[src/rtl/i2cd_pkg.sv]
package i2cd_pkg;

    typedef enum logic [1:0] {
        PH_IDLE = 2'd0,
        PH_ADDR = 2'd1,
        PH_DATA = 2'd2,
        PH_SKIP = 2'd3
    } phase_e;

    localparam logic [1:0] CMODE_NODEFER = 2'b11;

endpackage

[src/rtl/i2cd_sync.sv]
module i2cd_sync #(
    parameter int STAGES = 2
) (
    input  logic clk,
    input  logic rst_n,
    input  logic scl_i,
    input  logic sda_i,
    output logic scl_s,
    output logic sda_s,
    output logic scl_rise,
    output logic scl_fall,
    output logic start_det,
    output logic stop_det
);

    typedef struct packed {
        logic [STAGES-1:0] scl_sh;
        logic [STAGES-1:0] sda_sh;
        logic              scl_p;
        logic              sda_p;
    } sync_t;

    sync_t sync_q, sync_d;

    always_comb begin
        sync_d        = sync_q;
        sync_d.scl_sh = {sync_q.scl_sh[STAGES-2:0], scl_i};
        sync_d.sda_sh = {sync_q.sda_sh[STAGES-2:0], sda_i};
        sync_d.scl_p  = sync_q.scl_sh[STAGES-1];
        sync_d.sda_p  = sync_q.sda_sh[STAGES-1];
    end

    always_ff @(posedge clk or negedge rst_n) begin
        if (!rst_n) sync_q <= '1;
        else        sync_q <= sync_d;
    end

    assign scl_s     = sync_q.scl_sh[STAGES-1];
    assign sda_s     = sync_q.sda_sh[STAGES-1];
    assign scl_rise  = scl_s & ~sync_q.scl_p;
    assign scl_fall  = ~scl_s & sync_q.scl_p;
    assign start_det = sync_q.sda_p & ~sda_s & scl_s & sync_q.scl_p;
    assign stop_det  = ~sync_q.sda_p & sda_s & scl_s & sync_q.scl_p;

    // warm-up counter used only by the latency checks below
    logic [1:0] warm_q;
    always_ff @(posedge clk or negedge rst_n) begin
        if (!rst_n)             warm_q <= '0;
        else if (warm_q != 2'd3) warm_q <= warm_q + 2'd1;
    end

    generate
        if (STAGES == 2) begin : g_lat_chk

            scl_lat_chk: assert property (@(posedge clk) disable iff (!rst_n)
                (warm_q == 2'd3) |-> (scl_s == $past(scl_i, 2)));

            sda_lat_chk: assert property (@(posedge clk) disable iff (!rst_n)
                (warm_q == 2'd3) |-> (sda_s == $past(sda_i, 2)));
        end
    endgenerate

endmodule

[src/rtl/i2cd_dirctl.sv]
module i2cd_dirctl
    import i2cd_pkg::*;
(
    input  logic       clk,
    input  logic       rst_n,
    input  logic       wr_i,
    input  logic       wdata_i,
    input  logic [1:0] cmode_i,
    input  logic       ninth_rise_i,
    input  logic       scl_rise_i,
    input  logic       stop_i,
    output logic       eff_o,
    output logic       pend_o
);

    typedef struct packed {
        logic eff;
        logic sw;
        logic pend;
        logic win;
    } dir_t;

    dir_t dir_q, dir_d;
    logic apply_evt;
    logic win_now;

    always_comb begin
        dir_d     = dir_q;
        apply_evt = ninth_rise_i | stop_i;
        win_now   = apply_evt | (dir_q.win & ~scl_rise_i);
        dir_d.win = win_now;
        if (apply_evt && dir_q.pend) begin
            dir_d.eff  = dir_q.sw;
            dir_d.pend = 1'b0;
        end
        if (wr_i) begin
            dir_d.sw = wdata_i;
            if (win_now || cmode_i == CMODE_NODEFER) begin
                dir_d.eff  = wdata_i;
                dir_d.pend = 1'b0;
            end else begin
                dir_d.pend = 1'b1;
            end
        end
    end

    always_ff @(posedge clk or negedge rst_n) begin
        if (!rst_n) dir_q <= '{eff: 1'b0, sw: 1'b0, pend: 1'b0, win: 1'b1};
        else        dir_q <= dir_d;
    end

    assign eff_o  = dir_q.eff;
    assign pend_o = dir_q.pend;


    dir_quiet_chk: assert property (@(posedge clk) disable iff (!rst_n)
        (!wr_i && !ninth_rise_i && !stop_i) |=> ($stable(eff_o) && $stable(pend_o)));

    dir_apply_chk: assert property (@(posedge clk) disable iff (!rst_n)
        (pend_o && stop_i && !wr_i) |=> !pend_o);

    nodefer_chk: assert property (@(posedge clk) disable iff (!rst_n)
        (wr_i && cmode_i == CMODE_NODEFER) |=> (!pend_o && eff_o == $past(wdata_i)));

    win_imm_chk: assert property (@(posedge clk) disable iff (!rst_n)
        (wr_i && stop_i) |=> (!pend_o && eff_o == $past(wdata_i)));

endmodule

[src/rtl/i2cd_slave.sv]
module i2cd_slave
    import i2cd_pkg::*;
#(
    parameter int ADDR_W      = 7,
    parameter int DATA_W      = 8,
    parameter int SYNC_STAGES = 2
) (
    input  logic              clk,
    input  logic              rst_n,
    input  logic              scl_i,
    input  logic              sda_i,
    output logic              scl_hold_o,
    output logic              sda_low_o,
    input  logic [ADDR_W-1:0] own_addr_i,
    input  logic [1:0]        compat_mode_i,
    input  logic              dir_wr_i,
    input  logic              dir_wdata_i,
    input  logic              tx_wr_i,
    input  logic [DATA_W-1:0] tx_data_i,
    input  logic              rx_rd_i,
    output logic [DATA_W-1:0] rx_data_o,
    output logic              dir_eff_o,
    output logic              dir_pending_o,
    output logic              addressed_o
);

    localparam int CNT_W = $clog2(DATA_W + 2);
    localparam logic [CNT_W-1:0] LAST_BIT = CNT_W'(DATA_W);
    localparam logic [CNT_W-1:0] ACK_BIT  = CNT_W'(DATA_W + 1);
    localparam logic [CNT_W-1:0] PRE_LAST = CNT_W'(DATA_W - 1);

    typedef struct packed {
        phase_e            phase;
        logic [CNT_W-1:0]  bitcnt;
        logic [DATA_W-2:0] rx_sh;
        logic [DATA_W-1:0] tx_sh;
        logic [DATA_W-1:0] rx_data;
        logic              ack_drv;
        logic              hold;
    } eng_t;

    logic scl_s, sda_s, scl_rise, scl_fall, start_det, stop_det;
    logic ninth_rise;
    logic dir_eff, dir_pend;
    logic addr_match;
    logic txing;

    i2cd_sync #(.STAGES(SYNC_STAGES)) u_sync (
        .clk       (clk),
        .rst_n     (rst_n),
        .scl_i     (scl_i),
        .sda_i     (sda_i),
        .scl_s     (scl_s),
        .sda_s     (sda_s),
        .scl_rise  (scl_rise),
        .scl_fall  (scl_fall),
        .start_det (start_det),
        .stop_det  (stop_det)
    );

    eng_t eng_q, eng_d;

    assign ninth_rise = scl_rise && (eng_q.phase != PH_IDLE) && (eng_q.bitcnt == LAST_BIT);

    i2cd_dirctl u_dir (
        .clk          (clk),
        .rst_n        (rst_n),
        .wr_i         (dir_wr_i),
        .wdata_i      (dir_wdata_i),
        .cmode_i      (compat_mode_i),
        .ninth_rise_i (ninth_rise),
        .scl_rise_i   (scl_rise),
        .stop_i       (stop_det),
        .eff_o        (dir_eff),
        .pend_o       (dir_pend)
    );

    assign addr_match = (eng_q.rx_data[DATA_W-1 -: ADDR_W] == own_addr_i);
    assign txing      = (eng_q.phase == PH_DATA) && dir_eff;

    always_comb begin
        eng_d = eng_q;
        if (start_det) begin
            eng_d.phase   = PH_ADDR;
            eng_d.bitcnt  = '0;
            eng_d.ack_drv = 1'b0;
            eng_d.hold    = 1'b0;
        end else if (stop_det) begin
            eng_d.phase   = PH_IDLE;
            eng_d.bitcnt  = '0;
            eng_d.ack_drv = 1'b0;
            eng_d.hold    = 1'b0;
        end else if (eng_q.phase != PH_IDLE) begin
            if (scl_rise) begin
                if (eng_q.bitcnt < LAST_BIT) begin
                    eng_d.rx_sh = {eng_q.rx_sh[DATA_W-3:0], sda_s};
                    if (eng_q.bitcnt == PRE_LAST)
                        eng_d.rx_data = {eng_q.rx_sh, sda_s};
                end
                if (eng_q.bitcnt == LAST_BIT && txing && sda_s)
                    eng_d.phase = PH_SKIP;
                if (eng_q.bitcnt <= LAST_BIT)
                    eng_d.bitcnt = eng_q.bitcnt + 1'b1;
            end
            if (scl_fall) begin
                if (eng_q.bitcnt == LAST_BIT) begin
                    if (eng_q.phase == PH_ADDR) begin
                        if (addr_match && !dir_eff) begin
                            eng_d.ack_drv = 1'b1;
                            eng_d.phase   = PH_DATA;
                        end else begin
                            eng_d.phase = PH_SKIP;
                        end
                    end else if (eng_q.phase == PH_DATA && !dir_eff) begin
                        eng_d.ack_drv = 1'b1;
                    end
                end else if (eng_q.bitcnt == ACK_BIT) begin
                    eng_d.ack_drv = 1'b0;
                    eng_d.bitcnt  = '0;
                    if (eng_q.phase == PH_DATA)
                        eng_d.hold = 1'b1;
                end else if (eng_q.bitcnt != '0 && txing) begin
                    eng_d.tx_sh = {eng_q.tx_sh[DATA_W-2:0], 1'b1};
                end
            end
        end
        if (rx_rd_i || tx_wr_i)
            eng_d.hold = 1'b0;
        if (tx_wr_i)
            eng_d.tx_sh = tx_data_i;
    end

    always_ff @(posedge clk or negedge rst_n) begin
        if (!rst_n) begin
            eng_q         <= '0;
            eng_q.phase   <= PH_IDLE;
            eng_q.tx_sh   <= '1;
        end else begin
            eng_q <= eng_d;
        end
    end

    assign scl_hold_o    = eng_q.hold;
    assign sda_low_o     = eng_q.ack_drv |
                           (txing && (eng_q.bitcnt < LAST_BIT) && !eng_q.tx_sh[DATA_W-1]);
    assign rx_data_o     = eng_q.rx_data;
    assign dir_eff_o     = dir_eff;
    assign dir_pending_o = dir_pend;
    assign addressed_o   = (eng_q.phase == PH_DATA);


    start_enter_chk: assert property (@(posedge clk) disable iff (!rst_n)
        start_det |=> (eng_q.phase == PH_ADDR && !scl_hold_o));

    addr_ack_chk: assert property (@(posedge clk) disable iff (!rst_n)
        ($rose(eng_q.ack_drv) && $past(eng_q.phase) == PH_ADDR)
            |-> ($past(eng_q.rx_data[DATA_W-1 -: ADDR_W]) == $past(own_addr_i)));

    ack_dir_chk: assert property (@(posedge clk) disable iff (!rst_n)
        $rose(eng_q.ack_drv) |-> !$past(dir_eff));

    hold_release_chk: assert property (@(posedge clk) disable iff (!rst_n)
        (scl_hold_o && (rx_rd_i || tx_wr_i) && !scl_fall) |=> !scl_hold_o);

    nack_idle_chk: assert property (@(posedge clk) disable iff (!rst_n)
        (ninth_rise && txing && sda_s && !start_det && !stop_det) |=> (eng_q.phase == PH_SKIP));

    skip_quiet_chk: assert property (@(posedge clk) disable iff (!rst_n)
        (eng_q.phase == PH_SKIP) |-> (!sda_low_o && !scl_hold_o));

endmodule

[config.mk]
export PLATFORM = sky130hd
export DESIGN_NAME = i2cd_slave
export DESIGN_NICKNAME = d
export VERILOG_FILES = /design/src/rtl/i2cd_pkg.sv /design/src/rtl/i2cd_sync.sv /design/src/rtl/i2cd_dirctl.sv /design/src/rtl/i2cd_slave.sv
export SDC_FILE = /design/constraint.sdc
export NUM_CORES = 1
export LEC_CHECK = 0
export BUFFER_PORTS_ARGS = -buffer_cell sky130_fd_sc_hd__buf_2
export CAP_MARGIN = 20
export CELL_PAD_IN_SITES_DETAIL_PLACEMENT = 1
export CELL_PAD_IN_SITES_GLOBAL_PLACEMENT = 1
export CORE_MARGIN = 5
export CORE_UTILIZATION = 47
export CTS_CLUSTER_SIZE = 14
export DETAILED_ROUTE_END_ITERATION = 10
export HOLD_SLACK_MARGIN = 0.1
export PLACE_DENSITY = 0.95
export SYNTH_ARGS = -nofsm -noshare
export SYNTH_HDL_FRONTEND = slang
export SYNTH_SLANG_ARGS = --single-unit
[constraint.sdc]
create_clock -name clk -period 4.2 [get_ports clk]
set_input_delay 0.42 -clock clk [delete_from_list [all_inputs] [get_ports clk]]
set_output_delay 0.42 -clock clk [all_outputs]
set_load 0.005 [all_outputs]
# [After elaboration in Yosys (flattened, before gate mapping)]
# Index checks and enable logic that the tools add are counted.
[totals] ramBits=0 register_bits=41 latch_bits=0 memories=0 output_inout_bits=13 word_cells=123 romBits=0 in_bits=25
[classes] multipliers=0 n_mux=39 shift=0 bitwise_logic=19 n_div=0 reduce_logical=33 n_eq_ne=14 addsub=1 magnitude_cmp=2
[ops] cell="$mux W8" n=8
[ops] cell="$mux W16" n=2
[ops] cell="$mux W31" n=1
[ops] cell="$reduce_bool A4 Y1" n=6
[ops] cell="$mux W6" n=3
[ops] cell="$reduce_and A5 Y1" n=3
[ops] cell="$mux W2" n=7
[ops] cell="$mux W13" n=1
[ops] cell="$mux W1" n=12
[ops] cell="$mux W4" n=3
[ops] cell="$logic_and A1 B1 Y1" n=11
[ops] cell="$reduce_bool A2 Y1" n=5
[ops] cell="$and A1 B1 Y1" n=9
[ops] cell="$eq A4 B4 Y1 const B" n=2
[ops] cell="$ne A2 B2 Y1 const B" n=4
[ops] cell="$eq A7 B7 Y1" n=1
[ops] cell="$mux W7" n=1
[ops] cell="$not A1 Y1" n=7
[ops] cell="$reduce_and A7 Y1" n=1
[ops] cell="$reduce_and A6 Y1" n=1
[ops] cell="$reduce_bool A3 Y1" n=2
[ops] cell="$ne A5 B2 Y1 const B" n=1
[ops] cell="$ne A5 B3 Y1 const B" n=1
[ops] cell="$add A4 B1 Y4 const B" n=1
[ops] cell="10 further kinds" n=15

# [Longest topological paths before layout]
[logic_depth] ltp_word=13 depth_mapped=8 depth_no_buf=7

# [Modules after synthesis]
# A second synthesis with hierarchy kept.
[hier_totals] hier_cells=177 area_unflattened_um2=1989.4
[by_module_without_submodules] mod="i2cd_slave" n_inst=1 cells_each=150 area_each_um2=1612.8 seq_area_each_um2=785.8
[by_module_without_submodules] mod="i2cd_sync" n_inst=1 cells_each=10 area_each_um2=190.2 seq_area_each_um2=157.7
[by_module_without_submodules] mod="i2cd_dirctl" n_inst=1 cells_each=17 area_each_um2=186.4 seq_area_each_um2=101.3

# [Least setup slack after synthesis]
# No wires, ideal clock.
[synth_path] kind="flip-flop to flip-flop" start="register eng_q[25] (netlist bit)" end="register u_dir.dir_q (netlist bit u_dir.eff_o)" arrival_ps=1734 path_buffers=0 required_time_ps=4075 period_less_slack_ps=1859 path_stages_with_launch=8 setup_time_ps=125 path_slack_ps=2341 path_cell_list="dfrtp_1 > inv_1 > ha_1 > and3b_2 > a32oi_4 > nor2b_2 > mux2_4 > mux2_4"
[synth_lines] element="start: declaration" line="i2cd_slave.sv:61" source="eng_t eng_q, eng_d;"
[synth_lines] element="start signal: assignment" line="i2cd_slave.sv:139" source="eng_q <= eng_d;"
[synth_lines] element="end signal: assignment" line="i2cd_dirctl.sv:48" source="if (!rst_n) dir_q <= '{eff: 1'b0, sw: 1'b0, pend: 1'b0, win: 1'b1};"
[synth_lines] element="end signal: assignment" line="i2cd_dirctl.sv:49" source="else dir_q <= dir_d;"
[synth_lines] element="end: declaration" line="i2cd_dirctl.sv:23" source="dir_t dir_q, dir_d;"

# [Worst setup path in the final report]
[layout_path] start="register u_sync.sync_q (netlist bit u_sync.scl_s)" end="register eng_q (netlist bit rx_data_o[4])"
[layout_between] elab_chain_cells=4 elab_cells_between_ends=8
[layout_rtl] element="start: declaration" line="i2cd_sync.sv:23" source="sync_t sync_q, sync_d;"
[layout_rtl] element="start signal: assignment" line="i2cd_sync.sv:35" source="else sync_q <= sync_d;"
[layout_rtl] element="$and A1 B1 Y1 (on tied branches) (2 in a row)" line="i2cd_sync.sv:43, i2cd_sync.sv:42"
[layout_rtl] element="$not A1 Y1 (no source line)"
[layout_rtl] element="$reduce_and A6 Y1 (no source line) (*)"
# Mark *: on every way between the ends. The rest lies on a longest branch, timed or not.
# A chain may end at the register's enable or synchronous reset.

==> parameters.txt <==
Parameter                              Value

Status
  Status ... completed

Clocking
  Source-to-sink clock delay at the later pin of the worst-skew pair ... around 300 ps
  TritonCTS clock tree ... built
  Number of setup buffers added after CTS ... 0
  Hold buffers post-CTS ... 0
  Number of instances resized during post-cts repair ... 0
  Number of sinks handled by clock tree synthesis ... 41
  Clock input transition at the sequential cells of the worst setup and hold paths ... around 80 ps
  CTS Buf Count ... 5
  Number of buffers on the longest clock path ... 2
  Buffer cell driving the clock tree root ... clkbuf_8
  CTS HTree Levels ... 2

Power
  Power density of the placed cells ... between 300 and 400 nW/um^2
  Leak ... 1.12 nW
  Maximum VDD drop ... between 0.2 and 0.25 mV

Synthesis
  Sequential fraction of the synthesis area ... 51.4%
  Primary FF master, synth ... dfrtp_1
  Post-synth EDFFs ... 0
  Post-Syn Instances ... roughly 160
  Post-synthesis register bit count ... 41
  Number of distinct standard cells referenced by the synthesized netlist ... between 50 and 60
  Average cell area after synthesis ... roughly 12 sq um
  Post-synthesis cell area ... approximately 2000 sq um
  Async S/R FF share, synth ... 100%
  Count of synthesis-stage warnings from yosys ... 0
  Number of nets produced by synthesis ... 192

Detailed routing
  Vias after detailed routing ... about 1,500
  Final routed wirelength across all metal layers ... 4930 microns
  Vias per Instance ... ~5.9
  DRC viols ... 0
  Router iterations before antenna repair ... 5
  WL per Instance ... slightly below 20 microns
  Detailed router's first-iteration violation count ... 83
  Post-route ant nets ... 0

Timing
  Post-route clock skew ... around 9.5 ps
  Unrepaired setup endpoints after global routing ... no
  Slew at the pin with the worst max-slew slack ... 892 ps
  Headroom to the max-slew limit ... about two fifths
  Hold slack ... approximately 220 ps
  Final count of hold timing violations ... 0
  FMAX ... between 400 and 500 MHz
  Minimum period implied by the final worst setup slack ... about 2100 ps
  Pins over their slew limit ... 0
  Final TNS setup ... 0 ps
  Count of endpoints failing setup in the final report ... 0
  Fin crit share ... approximately half

Critical path
  Worst setup SP type ... flip-flop
  Maximum net fanout on the critical path ... 9
  Setup slack of the worst register-to-register path ... ~2100 ps
  Arrival time worst endpoint ... 2290 ps
  Critical path required time ... around 4400 ps
  Critical Path Sink Type ... flip-flop
  Depth of the most critical reg-to-reg path ... 5
  Type of the worst setup path ... flip-flop to flip-flop

Placed design
  Number of instances in the placed design ... 240
  Number of buffers added on ports ... 37
  Final weighted congestion in routability-driven placement ... ~0.90
  Post-detailed-placement half-perimeter wirelength ... between 3000 and 4000 microns

Min path
  Class of the tightest hold or removal check ... input port to flip-flop
  Hold Path Depth ... 1

Global routing
  Maximum number of pins on one net before global-route repair ... 42
  Vias in the first global route ... 1,619
  Global-route usage over all layers ... between 10% and 20%
  Number of antenna violations at the first check in global routing ... 0
  Sum of overflow across all layers after global routing ... 0
  Wire length of the first global-routing pass ... 8260 microns

Layout
  Nets@finish ... 223
  End-of-flow core utilization ... 54.2%
  Proportion of layout cells with a drive suffix above 1 ... between 40% and 50%
  Post-layout instance count excluding filler cells ... 248
  Area growth syn-to-layout ... 13.7%
  Antenna diode instance count ... 0
  Layout fillers ... about 470

Flow run
  Number of max-cap violations ... 0

Die
  I/O pin total ... 38
  Floorplan die area ... between 5000 and 6000 sq um
  Effective utilization at floorplan ... 47.7%
  Die Y-Extent ... approximately 76 microns
  Core box area ... roughly 4300 sq um
  Width of the chip ... approximately 76 microns
  Num rows ... 24
[cells in the mapped netlist (2+ instances only)]
library cell	number	area, sq um
mux2_1	8	90.1
nor2b_1	3	18.8
nand3b_1	2	15.0
nand4_1	2	12.5
mux2_4	2	30.0
a21oi_1	5	25.0
dfstp_2	15	394
o21ai_0	2	10.0
and3_1	2	12.5
xor2_1	8	70.1
inv_1	10	37.5
dfrtp_1	26	651
ha_1	3	37.5
nand2_1	5	18.8
mux2_2	8	90.1
a41oi_1	2	17.5
and3b_2	2	20.0
a222oi_1	7	70.1
o21ai_1	2	10.0
buf_4	10	75.1
nor4_2	2	25.0
nor2_1	7	26.3
nand2b_1	2	12.5
buf_2	2	10.0
[per-stage QoR]
stage | power (mW) | setup WS (ps) | cell area, sq um
finish | 0.908 | 2080 | 2310
global route | 0.946 | 2000 | 2310
CTS | 0.913 | 2090 | 2310
detailed placement | 0.581 | 2110 | 2190
global placement | 0.570 | 2220 | 2190
floorplan | 0.529 | 2340 | 2030
[worst max-delay path: stages, from the launching register on]
cell	delay, ps
dfstp_2	610
and2b_4	200
nand2_1	110
nor2_4	220
and3_1	480
mux2_1	370
[sequential cells by signal, indices dropped and copies added (netlist names)]
name,count
eng_q,22
rx_data_o,8
u_dir.dir_q,2
u_sync.sync_d,2
u_sync.sync_q,2
scl_hold_o,1
u_dir.eff_o,1
u_dir.pend_o,1
u_sync.scl_s,1
u_sync.sda_s,1
[kinds of logic (layout without fill, tap and decap cells)]
family	Yosys count	in the layout	share of synthesized area [%]
DFF	41	41	51.4
and+or+nand+nor	40	40	13.5
AOI/OAI and AO/OA	29	29	12.3
buffers and inverters	23	55	6.22
muxes	19	19	10.8
xor gates and xnor gates	9	9	3.88
adders and majority gates	3	3	1.85
[routing by layer]
layer / track usage (%) / part of all wire [%] / up-vias
met1: 22.7 / 38 / 747
li1: - / - / 653
met5: 0 / 0 / -
met2: 32.6 / 54 / 37
met3: 5.41 / 4.4 / 21
met4: 9.32 / 3.4 / 0
[power breakdown]
part	leakage (nW)	switching, mW	total, mW	internal [mW]
Clock	0.0585	0.137	0.331	0.194
Sequential	0.510	0.0339	0.467	0.433
Combinational	0.556	0.0583	0.110	0.0519
[cell usage in the layout, fill, tap and decap left out, types with 2 or more instances in the layout]
master / Yosys / final
a21oi_1: 5 / 5
a222oi_1: 7 / 7
a41oi_1: 2 / 2
and3_1: 2 / 2
and3b_2: 2 / 2
buf_2: 2 / 37
clkbuf_8: 0 / 6
dfrtp_1: 26 / 26
dfstp_2: 15 / 15
ha_1: 3 / 3
inv_1: 10 / 10
mux2_1: 8 / 8
mux2_2: 8 / 8
mux2_4: 2 / 2
nand2_1: 5 / 5
nand2b_1: 2 / 2
nand3b_1: 2 / 2
nand4_1: 2 / 2
nor2_1: 7 / 7
nor2b_1: 3 / 3
nor4_2: 2 / 2
o21ai_0: 2 / 2
o21ai_1: 2 / 2
xor2_1: 8 / 8
[layout make-up]
cell class | instances | area, sq um | share of cell area, %
clock buffers | 7 | 86.3 | 3.74
multi-input cells | 100 | 862 | 37.3
clock inverters | 1 | 30.0 | 1.30
well taps | 52 | 65.1 | 2.82
inverters | 10 | 37.5 | 1.62
flip-flops and latches | 41 | 1040 | 45.2
repair buffers | 37 | 185 | 8.01
[final timing paths]
kind                                             from                         end
setup / recovery               u_sync.scl_s$_DFF_PN1_    rx_data_o[4]$_DFFE_PN0P_
setup reg to reg               u_sync.scl_s$_DFF_PN1_    rx_data_o[4]$_DFFE_PN0P_
max in group asynchronous                       rst_n       eng_q[29]$_DFFE_PN0P_
hold reg to reg            u_sync.sync_d[3]$_DFF_PN1_      u_sync.sda_s$_DFF_PN1_
hold / removal                                  sda_i  u_sync.sync_d[3]$_DFF_PN1_
min in group asynchronous                       rst_n       eng_q[20]$_DFFE_PN0P_
(Power assumes the default switching activity.)
